<file path="src/rtl/mcam_pkg.sv">
`timescale 1ns/1ps
package mcam_pkg;

   // fetch sequencer state
   typedef enum logic {
      FETCH_IDLE = 1'b0,
      FETCH_RUN  = 1'b1
   } fetch_st_e;

endpackage

</file>
<file path="src/rtl/mcam_store.sv">
`timescale 1ns/1ps
module mcam_store #(
   parameter int WORDS = 8,
   parameter int WIDTH = 9,
   localparam int IDX_W = $clog2(WORDS)
) (
   input  logic                         clk,
   input  logic                         rst_n,
   input  logic                         wr_en,
   input  logic [IDX_W-1:0]             wr_idx,
   input  logic [WIDTH-1:0]             wr_data,
   input  logic                         wr_valid,
   output logic [WORDS-1:0][WIDTH-1:0]  words_o,
   output logic [WORDS-1:0]             valid_o
);

   logic [WORDS-1:0][WIDTH-1:0] words_q;
   logic [WORDS-1:0]            valid_q;

   always_ff @(posedge clk or negedge rst_n) begin
      if (!rst_n) begin
         words_q <= '0;
         valid_q <= '0;
      end else if (wr_en) begin
         words_q[wr_idx] <= wr_data;
         valid_q[wr_idx] <= wr_valid;
      end
   end

   assign words_o = words_q;
   assign valid_o = valid_q;

endmodule

</file>
<file path="src/rtl/mcam_compare.sv">
`timescale 1ns/1ps
module mcam_compare #(
   parameter int WORDS = 8,
   parameter int WIDTH = 9
) (
   input  logic [WIDTH-1:0]             pat,
   input  logic [WIDTH-1:0]             msk,
   input  logic [WORDS-1:0][WIDTH-1:0]  words,
   input  logic [WORDS-1:0]             valid,
   output logic [WORDS-1:0]             hit_vec
);

   // one comparator row per stored word, all evaluated together
   for (genvar w = 0; w < WORDS; w++) begin : g_row
      logic [WIDTH-1:0] pos_ok;
      // a position passes if it agrees with the pattern or is masked off
      assign pos_ok     = ~(pat ^ words[w]) | ~msk;
      assign hit_vec[w] = valid[w] & (&pos_ok);
   end

endmodule

</file>
<file path="src/rtl/mcam_fetch.sv">
`timescale 1ns/1ps
module mcam_fetch
   import mcam_pkg::*;
#(
   parameter int WORDS = 8,
   parameter int WIDTH = 9,
   localparam int IDX_W = $clog2(WORDS)
) (
   input  logic                         clk,
   input  logic                         rst_n,
   input  logic                         cmp_go,
   input  logic                         fetch_req,
   input  logic [WORDS-1:0]             hit_vec,
   input  logic [WORDS-1:0][WIDTH-1:0]  words,
   output logic                         busy,
   output logic                         done,
   output logic                         fetch_hit,
   output logic [WIDTH-1:0]             fetch_data,
   output logic [IDX_W-1:0]             fetch_idx
);

   fetch_st_e        st_q;
   logic [WORDS-1:0] hits_q;
   logic             cmp_take;
   logic             req_take;
   logic [IDX_W-1:0] low_idx;
   logic             any_hit;

   assign cmp_take = (st_q == FETCH_IDLE) && cmp_go;
   assign req_take = (st_q == FETCH_IDLE) && fetch_req && !cmp_go;

   // lowest set hit bit
   always_comb begin
      low_idx = '0;
      any_hit = 1'b0;
      for (int i = WORDS - 1; i >= 0; i--) begin
         if (hits_q[i]) begin
            low_idx = IDX_W'(i);
            any_hit = 1'b1;
         end
      end
   end

   always_ff @(posedge clk or negedge rst_n) begin
      if (!rst_n) begin
         st_q       <= FETCH_IDLE;
         hits_q     <= '0;
         done       <= 1'b0;
         fetch_hit  <= 1'b0;
         fetch_data <= '0;
         fetch_idx  <= '0;
      end else begin
         done      <= 1'b0;
         fetch_hit <= 1'b0;
         unique case (st_q)
            FETCH_IDLE: begin
               if (cmp_take) begin
                  hits_q <= hit_vec;
               end else if (req_take) begin
                  st_q <= FETCH_RUN;
               end
            end
            FETCH_RUN: begin
               st_q <= FETCH_IDLE;
               done <= 1'b1;
               if (any_hit) begin
                  fetch_hit          <= 1'b1;
                  fetch_data         <= words[low_idx];
                  fetch_idx          <= low_idx;
                  hits_q[low_idx]    <= 1'b0;
               end else begin
                  fetch_data <= '0;
                  fetch_idx  <= '0;
               end
            end
            default: st_q <= FETCH_IDLE;
         endcase
      end
   end

   assign busy = (st_q == FETCH_RUN);


   done_after_busy_chk: assert property (@(posedge clk) disable iff (!rst_n)
      done |-> $past(busy));

   busy_done_excl_chk: assert property (@(posedge clk) disable iff (!rst_n)
      !(busy && done));

   hit_needs_done_chk: assert property (@(posedge clk) disable iff (!rst_n)
      fetch_hit |-> done);

   fetched_bit_clear_chk: assert property (@(posedge clk) disable iff (!rst_n)
      fetch_hit |-> !hits_q[fetch_idx]);

   hits_only_by_cmp_chk: assert property (@(posedge clk) disable iff (!rst_n)
      !$past(cmp_take) |-> ((hits_q & ~$past(hits_q)) == '0));

endmodule

</file>
<file path="src/rtl/mcam_top.sv">
`timescale 1ns/1ps
module mcam_top #(
   parameter int WORDS = 8,
   parameter int WIDTH = 9,
   localparam int IDX_W = $clog2(WORDS)
) (
   input  logic             clk,
   input  logic             rst_n,
   input  logic             pat_ld,
   input  logic [WIDTH-1:0] pat_in,
   input  logic             msk_ld,
   input  logic [WIDTH-1:0] msk_in,
   input  logic             wr_en,
   input  logic [IDX_W-1:0] wr_idx,
   input  logic [WIDTH-1:0] wr_data,
   input  logic             wr_valid,
   input  logic             cmp_go,
   input  logic             fetch_req,
   output logic             busy,
   output logic             done,
   output logic             fetch_hit,
   output logic [WIDTH-1:0] fetch_data,
   output logic [IDX_W-1:0] fetch_idx
);

   if (WORDS < 2) begin : g_bad_words
      $error("mcam_top: WORDS must be at least 2");
   end
   if (WIDTH < 1) begin : g_bad_width
      $error("mcam_top: WIDTH must be at least 1");
   end

   logic [WIDTH-1:0]            pat_q;
   logic [WIDTH-1:0]            msk_q;
   logic [WORDS-1:0][WIDTH-1:0] words;
   logic [WORDS-1:0]            valid;
   logic [WORDS-1:0]            hit_vec;

   always_ff @(posedge clk or negedge rst_n) begin
      if (!rst_n) begin
         pat_q <= '0;
         msk_q <= '0;
      end else begin
         if (pat_ld) pat_q <= pat_in;
         if (msk_ld) msk_q <= msk_in;
      end
   end

   mcam_store #(.WORDS(WORDS), .WIDTH(WIDTH)) store_i (
      .clk      (clk),
      .rst_n    (rst_n),
      .wr_en    (wr_en),
      .wr_idx   (wr_idx),
      .wr_data  (wr_data),
      .wr_valid (wr_valid),
      .words_o  (words),
      .valid_o  (valid)
   );

   mcam_compare #(.WORDS(WORDS), .WIDTH(WIDTH)) cmp_i (
      .pat     (pat_q),
      .msk     (msk_q),
      .words   (words),
      .valid   (valid),
      .hit_vec (hit_vec)
   );

   mcam_fetch #(.WORDS(WORDS), .WIDTH(WIDTH)) fetch_i (
      .clk        (clk),
      .rst_n      (rst_n),
      .cmp_go     (cmp_go),
      .fetch_req  (fetch_req),
      .hit_vec    (hit_vec),
      .words      (words),
      .busy       (busy),
      .done       (done),
      .fetch_hit  (fetch_hit),
      .fetch_data (fetch_data),
      .fetch_idx  (fetch_idx)
   );


   zero_mask_all_valid_chk: assert property (@(posedge clk) disable iff (!rst_n)
      (msk_q == '0) |-> (hit_vec == valid));

endmodule

</file>
<file path="config.mk">
export PLATFORM = sky130hd
export DESIGN_NAME = mcam_top
export DESIGN_NICKNAME = d
export VERILOG_FILES = /design/src/rtl/mcam_pkg.sv /design/src/rtl/mcam_store.sv /design/src/rtl/mcam_compare.sv /design/src/rtl/mcam_fetch.sv /design/src/rtl/mcam_top.sv
export SDC_FILE = /design/constraint.sdc
export NUM_CORES = 1
export LEC_CHECK = 0
export BUFFER_PORTS_ARGS = -buffer_cell sky130_fd_sc_hd__buf_2
export CAP_MARGIN = 20
export CELL_PAD_IN_SITES_DETAIL_PLACEMENT = 1
export CELL_PAD_IN_SITES_GLOBAL_PLACEMENT = 2
export CORE_ASPECT_RATIO = 0.7
export CORE_UTILIZATION = 30
export CTS_BUF_LIST = sky130_fd_sc_hd__clkbuf_8
export DETAILED_ROUTE_END_ITERATION = 16
export HOLD_SLACK_MARGIN = 0.03
export PLACE_DENSITY_LB_ADDON = 0.1
export SETUP_SLACK_MARGIN = 0.3
export SYNTH_ARGS = -nofsm -noshare
export SYNTH_HDL_FRONTEND = slang
export SYNTH_SLANG_ARGS = --single-unit
</file>
<file path="constraint.sdc">
create_clock -name clk -period 2.9 [get_ports clk]
set_input_delay 0.58 -clock clk [delete_from_list [all_inputs] [get_ports clk]]
set_output_delay 0.58 -clock clk [all_outputs]
set_load 0.005 [all_outputs]
</file>
---- After elaboration in Yosys (flattened, before gate mapping) ----
Cells that the tools add are included.
W data, S select, Z words.
storage, ports and cells
  register bits after elaboration ......... 121
  input bits .............................. 38
  output and inout port bits .............. 15
  word-level logic and storage cells ...... 111
cells by class
  $lt $le $gt $ge ......................... 4
  equality and inequality tests ........... 2
  mux-type cells .......................... 37
  bitwise gates (word level) .............. 36
  reductions and logical operators ........ 15
operator list
  operator              count
  $not A9 Y9            9
  $bwmux W72            1
  $or A9 B9 Y9          8
  $reduce_and A9 Y1     8
  $xor A9 B9 Y9         8
  $bmux W9 S3           1
  $demux W9 S3          1
  $mux W3               9
  $mux W9               3
  $mux W8               2
  $pmux W8 S2           1
  $mux W1               15
  $and A1 B1 Y1         8
  $and A8 B8 Y8         1
  $bwmux W8             1
  $lt A3 B4 Y1 const B  2
  $not A8 Y8            1
  $demux W1 S3          2
  $ge A3 B1 Y1 const B  2
  $logic_and A1 B1 Y1   5
  $ne A2 B1 Y1 const B  1
  $ne A2 B2 Y1 const B  1
  $pmux W1 S2           1
  $reduce_and A2 Y1     1
  other kinds (2)       2

---- Depth between registers and ports, before layout ----
Gate-level depths: netlist of run 1.
  depth in word-level cells ............... 16
  gate-level depth with buffers ........... 8
  depth with buffers taken out ............ 6

---- Modules after synthesis ----
From an unflattened synthesis of run 1, not the netlist that was laid out.
unflattened totals
  cell total of the unflattened synthesis .. 543
  area, all modules ....................... 6631.4 um^2
modules (own cells, without submodules)
  module        instances  cells an instance  area an instance (um^2)  sequential area each (um^2)
  mcam_store    1          175                3163.0                   2001.9
  mcam_fetch    1          176                1615.3                   575.6
  mcam_compare  1          154                1109.8                   0.0
  mcam_top      1          38                 743.2                    450.4

---- Worst setup path after synthesis of run 1 ----
No wires, ideal clock.
  path kind ............................... input port to flip-flop
  start point ............................. input wr_idx[1]
  end point ............................... register store_i.valid_q[2], in the netlist store_i.valid_o[2]
  library setup time ...................... 125 ps
  data arrival time ....................... 1724 ps
  required time ........................... 2775 ps
  path slack .............................. 1051 ps
  stages on the path ...................... 4
  path buffers ............................ 2
  cells stage by stage .................... clkbuf_1 nor3b_1 buf_1 mux2_2
between the ends
  longest elaborated chain between the ends .. 5
  elaborated cells between the ends (all ways) .. 6
  those cells by class .................... 2 x order compare; 3 x mux; 1 x reduce/logical
RTL lines
  element                                                             line              text
  start, declared                                                     mcam_top.sv:14    input logic [IDX_W-1:0] wr_idx,
  $lt A3 B4 Y1 (implied by the code) or $ge A3 B1 Y1 (tied branches)  mcam_store.sv:26  valid_q[wr_idx] <= wr_valid;
  $logic_and A1 B1 Y1 (implied by the code)                           mcam_store.sv:26
  $mux W1 (implied by the code)                                       mcam_store.sv:26
  $demux W1 S3 (*)                                                    -
  $bwmux W8 (*)                                                       mcam_store.sv:26
  end signal, assigned by index                                       mcam_store.sv:26
  end, declared                                                       mcam_store.sv:18  logic [WORDS-1:0] valid_q;
Mark *: on every way between the ends. The rest lies on a longest branch, timed or not.
A chain may end at the register's enable or synchronous reset.

---- Worst setup path after layout of run 1 ----
  start point ............................. register fetch_i.hits_q[2]
  end point ............................... register fetch_i.fetch_data[3]
between the ends
  longest elaborated chain between the ends .. 6
  elaborated cells between the ends (all ways) .. 9
  those cells by class .................... 9 x mux
RTL lines
  element                        line              text
  start, declared                mcam_fetch.sv:23  logic [WORDS-1:0] hits_q;
  start signal, assigned         mcam_fetch.sv:58  hits_q <= hit_vec;
  $mux W3 (3 in series)          mcam_fetch.sv:37  if (hits_q[i]) begin
  $bmux W9 S3                    mcam_fetch.sv:68  fetch_data <= words[low_idx];
  $mux W9 (implied by the code)  mcam_fetch.sv:68
  $mux W9 (*)                    mcam_fetch.sv:66  if (any_hit) begin
  end signal, assigned           mcam_fetch.sv:68
  end, declared                  mcam_fetch.sv:18  output logic [WIDTH-1:0] fetch_data,
Mark *: on every way between the ends. The rest lies on a longest branch, timed or not. The select of a mux whose other input is x is not followed.

==> results by group, run 1 <==
Worst setup path
  • CP max-delay cell: and2_0
  • CP Capture Type: register
  • Critical Path AT: 2900 ps
  • Setup CP Type: reg2reg
  • Reg-to-reg slack, setup: 360 ps
  • CP Data Required Time: 3250 ps
  • Critical Path Fanout Max: 11
  • Max incr delay on CP: 670 ps
  • Worst path cell trace: nor4_4 > and2_0 > nand2_2 > a2bb2oi_1 > a32o_1
  • Worst setup SP type: register

Placed design
  • Cell Area, Placed: 6890 sq um
  • Inst Count DP: 840
  • Placer Congestion: 0.899
  • Post-DP HPWL: 15,800 um
  • PortBufs: 52

Timing
  • Finish-stage setup viols: 0
  • Fin crit period: 2540 ps
  • Fin Clk Skew: 14.4 ps
  • Final cycle utilization of the critical path: 87.7%
  • Worst slew margin: 51.8%
  • Slew Viols, Final: 0
  • Final Hold Fails: 0
  • Worst-Margin Slew: 723 ps
  • Unrepaired setup endpoints after global routing: no
  • Setup tns final: 0 ps
  • Max Freq: 393 MHz

Clock network
  • CTS tree: built
  • Post-CTS Setup Inserts: 0
  • Clock Path Buffers: 2
  • Clock sink count: 121
  • Clock-pin slew on the worst setup and hold paths: 80 ps
  • TritonCTS buffer count: 17
  • H-tree levels: 4
  • Post-CTS Resized: 0
  • Skew-Pair Late Insertion Delay: 460 ps
  • CTS Hold Bufs: 0
  • CTS root buf: clkbuf_8

Min path
  • Worst Hold Class: in2async

Global routing
  • Gr ovfl total: 0
  • Largest net degree at the start of global routing: 50
  • Tot GR Track Use: 22.0%
  • Antenna violations before repair: 0
  • Vias in the first global route: 4,946
  • First-pass GRT wire length: 33,500 um

Pwr
  • LEAKAGE: 0.00318 uW
  • Maximum vdd drop: 0.000293 V
  • Power density cells: 780 nW/um^2
  • Final Total Pwr: 5710 uW

Floorplanning
  • Die area: 21,600 sq um
  • Starting Density: 31.2%
  • IO Pins: 53
  • Die W: 175 um
  • Area of the core: 20,200 sq um
  • Cell row count: 43
  • Die Height: 123 um

Route
  • Wire per inst: 25.4 um
  • WL final: 22,200 um
  • Drt pass-1 iters: 5
  • Vias: 4,632
  • DR iter-0 viols: 312
  • Antenna Nets Post-Route: 0
  • Vias/cell: 5.31
  • Residual DRC count: 0

Layout
  • Fin nets: 628
  • # diodes: 0
  • Layout Cells excl Fill: 873
  • Design Area, Final: 7330 sq um
  • Syn-to-layout area delta: 16.1%
  • Share of layout cells above drive strength 1: 35.5%

Synthesis
  • Post-Synthesis Cells: 541
  • Ys async rst share: 100%
  • Largest area contributor in the netlist: dfrtp_1
  • Main synth FF type: dfrtp_1
  • EDFF count, synth: 0
  • Most frequent cell after synthesis: dfrtp_1
  • Post-Synthesis Cell Area: 6310 sq um
  • Sequential area share after synthesis: 48.0%
  • Post-synth top area share: 48.0%
  • Syn_area_per_cell: 11.7 sq um
  • Synth cell count leaders: dfrtp_1 (121), mux2_2 (99), xor2_1 (72)
  • Seq cells post-synth: 121
  • Yosys Warn Count: 0
  • Synth cell types: 44
  • Post-Syn Nets: 579
  • Synth top area cells: dfrtp_1 (48%), mux2_2 (18%), xor2_1 (10%)

Run
  • Max Cap Violations: 0

Run status
  • Outcome: complete, no violations
==> logic make-up (layout without fill, tap and decap cells) <==
group,count (synthesis),count (layout),synth area share (%)
muxes,105,105,18.6
and+or+nand+nor,87,87,7.22
xor gates and xnor gates,72,72,9.99
AOI/OAI and AO/OA,111,111,13.1
buffers and inverters,45,107,3.05
DFF,121,121,48.0
==> cell usage in the layout (no fill, tap or decap), drive strengths merged, types with 7 or more instances in the layout <==
master,n
o21ai,26
nand2,34
a22oi,22
a22o,7
buf,69
a32o,8
inv,7
mux2,99
dfrtp,121
clkbuf,17
o22ai,8
xor2,72
a21oi,10
nand3,22
==> final timing paths <==
path                                                 from                                end  cells after the start
max in group asynchronous                           rst_n    store_i.words_o[20]$_DFFE_PN0P_                      2
setup / recovery            fetch_i.hits_q[2]$_DFFE_PN0P_  fetch_i.fetch_data[3]$_DFFE_PN0P_                      5
hold reg to reg            store_i.valid_o[2]$_DFFE_PN0P_     store_i.valid_o[2]$_DFFE_PN0P_                      1
setup reg to reg            fetch_i.hits_q[2]$_DFFE_PN0P_  fetch_i.fetch_data[3]$_DFFE_PN0P_                      5
min in group clk                                   cmp_go             fetch_i.busy$_DFF_PN0_                      2
hold / removal                                      rst_n               pat_q[2]$_DFFE_PN0P_                      1
==> per-stage QoR <==
step / hold slack, ps / util [%] / setup WS, ps
2_1_floorplan: 284 / - / 1050
3_3_place_gp: 490 / 34.0 / 457
3_5_place_dp: 496 / 34.0 / 415
4_1_cts: 157 / 36.1 / 367
5_1_grt: 183 / 36.2 / 339
6_report: 149 / 36.2 / 356
==> cell type report <==
cell class | count | area [sq um]
Clock buffer | 17 | 234
Clock inverter | 15 | 180
Fill cell | 2256 | 12900
Inverter | 6 | 22.5
Multi-Input combinational cell | 375 | 3100
Sequential cell | 121 | 3030
Tap cell | 270 | 338
Timing Repair Buffer | 69 | 423
==> state kept, by name (all words and copies together), names as in the netlist <==
| name | count |
|---|---|
| fetch_i.done | 1 |
| fetch_i.fetch_idx | 3 |
| pat_q | 9 |
| store_i.words_o | 72 |
| fetch_i.busy | 1 |
| fetch_i.fetch_data | 9 |
| fetch_i.fetch_hit | 1 |
| store_i.valid_o | 8 |
| fetch_i.hits_q | 8 |
| msk_q | 9 |
==> worst max-delay path: cells and delay by family, from the launching register on <==
kind | cells | cell delay [ps]
and+or+nand+nor | 3 | 1430
DFF | 1 | 520
AOI/OAI and AO/OA | 2 | 490
==> power breakdown <==
group	switching, uW	leakage [uW]	total, uW	internal (uW)
sequential	443	0.00149	2470	2030
clock	781	0.000195	1630	848
combinational	866	0.00150	1610	746
total	2090	0.00318	5710	3630
==> routing by layer <==
layer	share of wire (%)	up-vias	track usage, %
met4	1.3	0	6.09
met2	44	114	32.8
li1	-	2070	-
met1	50	2430	31.6
met5	0	-	0
met3	4.8	18	5.17
Power figures use the tool's default switching activity.
==> inputs of run 2 (changes only) <==
Settings changed: REMOVE_ABC_BUFFERS from default to 1.
Clock period 2.9 ns to 2.7 ns, I/O delays scaled along.
==> run 2 against run 1 <==
Effect of this change: cell area is 0.48% higher; sequential power rose by 6%; clock skew shrank 1.5 ps; final cell count rose by 0.46%; non-clock buffer count is 5 higher; flip-flop and latch count is the same; setup slack gained 140 ps; via count increased by 0.22%; largest cell class unchanged.
==> results by group, run 2 (synthesis gave the netlist of run 1 again) <==
Layout
  • Most common library cell in the layout ignoring fill and taps: dfrtp_1
  • Max reg flops: 72 (unchanged)
  • Register area: 3030 sq um (unchanged)
  • Share of layout cells above drive strength 1: 35.6% (+0.096 points)
  • Commonest non-fill, non-tap cells in the layout: dfrtp_1 (121), mux2_2 (99), xor2_1 (72)
  • Multi-input logic area: 3100 sq um (unchanged)
  • # diodes: 0 (unchanged)
  • Fin nets: 633 (+0.80%)
  • Syn-to-layout area delta: 16.7%
  • Filler cells: 2,244 (-0.53%)

Timing
  • Max Freq: 454 MHz (+16%)
  • Fin Clk Skew: 12.8 ps (-1.51 ps)
  • Unrepaired setup endpoints after global routing: no
  • PnR worst setup slack: 499 ps (+143 ps)
  • Final Hold Fails: 0 (unchanged)
  • Worst slew margin: 56.2% (+4.3 points)
  • Worst-Margin Slew: 657 ps (-65.2 ps)
  • Fin crit period: 2200 ps (-343 ps)
  • Slew Viols, Final: 0 (unchanged)
  • Setup tns final: 0 ps (unchanged)
  • Finish-stage setup viols: 0 (unchanged)
  • Final cycle utilization of the critical path: 81.5% (-6.2 points)

Pwr
  • Maximum vdd drop: 0.000262 V (-10%)
  • Power density cells: 836 nW/um^2 (+7.1%)
  • LEAKAGE: 0.00322 uW (+1.3%)

Placed design
  • Placer Congestion: 0.848 (-5.6%)
  • PortBufs: 52 (unchanged)
  • Placement Setup Slack: 504 ps (+88.7 ps)
  • Post-DP HPWL: 15,700 um (-0.45%)

Route
  • Wire per inst: 25.2 um (-0.99%)
  • Vias/cell: 5.29 (-0.24%)
  • WL final: 22,100 um (-0.54%)
  • Drt pass-1 iters: 4 (-1)
  • Residual DRC count: 0 (unchanged)
  • DR iter-0 viols: 304 (-2.6%)
  • Antenna Nets Post-Route: 0 (unchanged)
  • Vias: 4,642 (+0.22%)

Run status
  • Outcome: complete, no violations

Global routing
  • Gr ovfl total: 0 (unchanged)
  • Vias in the first global route: 4,968 (+0.44%)
  • Tot GR Track Use: 22.0% (+0.086 points)
  • Largest net degree at the start of global routing: 50 (unchanged)
  • First-pass GRT wire length: 33,600 um (+0.49%)
  • Antenna violations before repair: 0 (unchanged)

Clock network
  • CTS Hold Bufs: 0 (unchanged)
  • TritonCTS buffer count: 17 (unchanged)
  • Skew-Pair Late Insertion Delay: 460 ps (about the same)
  • Clock sink count: 121 (unchanged)
  • CTS tree: built
  • Clock Path Buffers: 2 (unchanged)
  • Post-CTS Setup Inserts: 0 (unchanged)
  • Post-CTS Resized: 0 (unchanged)
  • CTS root buf: clkbuf_8
  • Clock-pin slew on the worst setup and hold paths: 70 ps (about the same)
  • H-tree levels: 4 (unchanged)

Floorplanning
  • Starting Density: 31.2% (unchanged)
  • Die W: 175 um (unchanged)
  • Die area: 21,600 sq um (unchanged)
  • IO Pins: 53 (unchanged)
  • Die Height: 123 um (unchanged)
  • Cell row count: 43 (unchanged)
  • Area of the core: 20,200 sq um (unchanged)

Worst setup path
  • Worst setup SP type: register
  • Critical Path Fanout Max: 11 (unchanged)
  • Setup CP Type: reg2reg
  • CP Capture Type: register
  • Critical Path AT: 2540 ps (-360 ps)
  • CP Data Required Time: 3040 ps (-210 ps)

Run
  • Max Cap Violations: 0 (unchanged)

Min path
  • Worst Hold Class: in2async
## run 2: cell types whose count changed in the layout (fill, tap and decap cells not counted), sizes merged
cell      previous run  this run
inv                  7         9
buf                 69        74
clkinvlp             5         2
clkinv               6         2
clkbuf              17        21
## run 2: per-layer routing
layer / GRT usage, % / vias up / part of all wire (%)
met4: 6.14 / 0 / 1.1
met2: 33.9 / 90 / 45
met5: 0 / - / 0
met1: 32.0 / 2450 / 51
met3: 3.44 / 19 / 3.4
li1: - / 2083 / -
## run 2: final timing paths
kind | start | end | slack (ps) | cells after the start
worst min-delay path | rst_n | store_i.words_o[19]$_DFFE_PN0P_ | 80 | 1
min in group clk | msk_in[4] | msk_q[4]$_DFFE_PN0P_ | 310 | 2
worst max-delay path | fetch_i.hits_q[2]$_DFFE_PN0P_ | fetch_i.fetch_data[5]$_DFFE_PN0P_ | 500 | 6
worst max register to register | fetch_i.hits_q[2]$_DFFE_PN0P_ | fetch_i.fetch_data[5]$_DFFE_PN0P_ | 500 | 6
worst min register to register | store_i.valid_o[7]$_DFFE_PN0P_ | store_i.valid_o[7]$_DFFE_PN0P_ | 510 | 1
max in group asynchronous | rst_n | store_i.words_o[2]$_DFFE_PN0P_ | 1910 | 2
## run 2: cell type report
class / instances / area share (%)
Sequential cell: 121 / 41.1
Timing Repair Buffer: 74 / 6.20
Clock inverter: 10 / 1.72
Multi-Input combinational cell: 375 / 42.1
Clock buffer: 21 / 3.93
Tap cell: 270 / 4.59
Inverter: 6 / 0.306
## run 2: power by group
part	internal [uW]	total, uW	switching, uW
sequential	2180	2620	440
clock	993	1760	769
combinational	820	1770	947
## run 2: worst max-delay path, stage by stage (launching register included)
cell and delay (ps):
dfrtp_1 520, nor2_1 160, o21a_1 210, or2_1 550, mux2i_1 260, o2bb2ai_1 90, a221o_1 310
## run 2: per-stage QoR
| step | utilization [%] | instances | cell area [sq um] | hold WS, ps | power, uW |
|---|---|---|---|---|---|
| after CTS | 36.3 | 876 | 7350 | 92.4 | 6200 |
| after floorplan | - | 502 | 6140 | 244 | 3590 |
| after global placement | 34.3 | 845 | 6940 | 487 | 4390 |
| after detailed placement | 34.3 | 845 | 6940 | 493 | 4420 |
| after global routing | 36.4 | 877 | 7360 | 112 | 6490 |
| final | 36.4 | 877 | 7360 | 79.4 | 6150 |
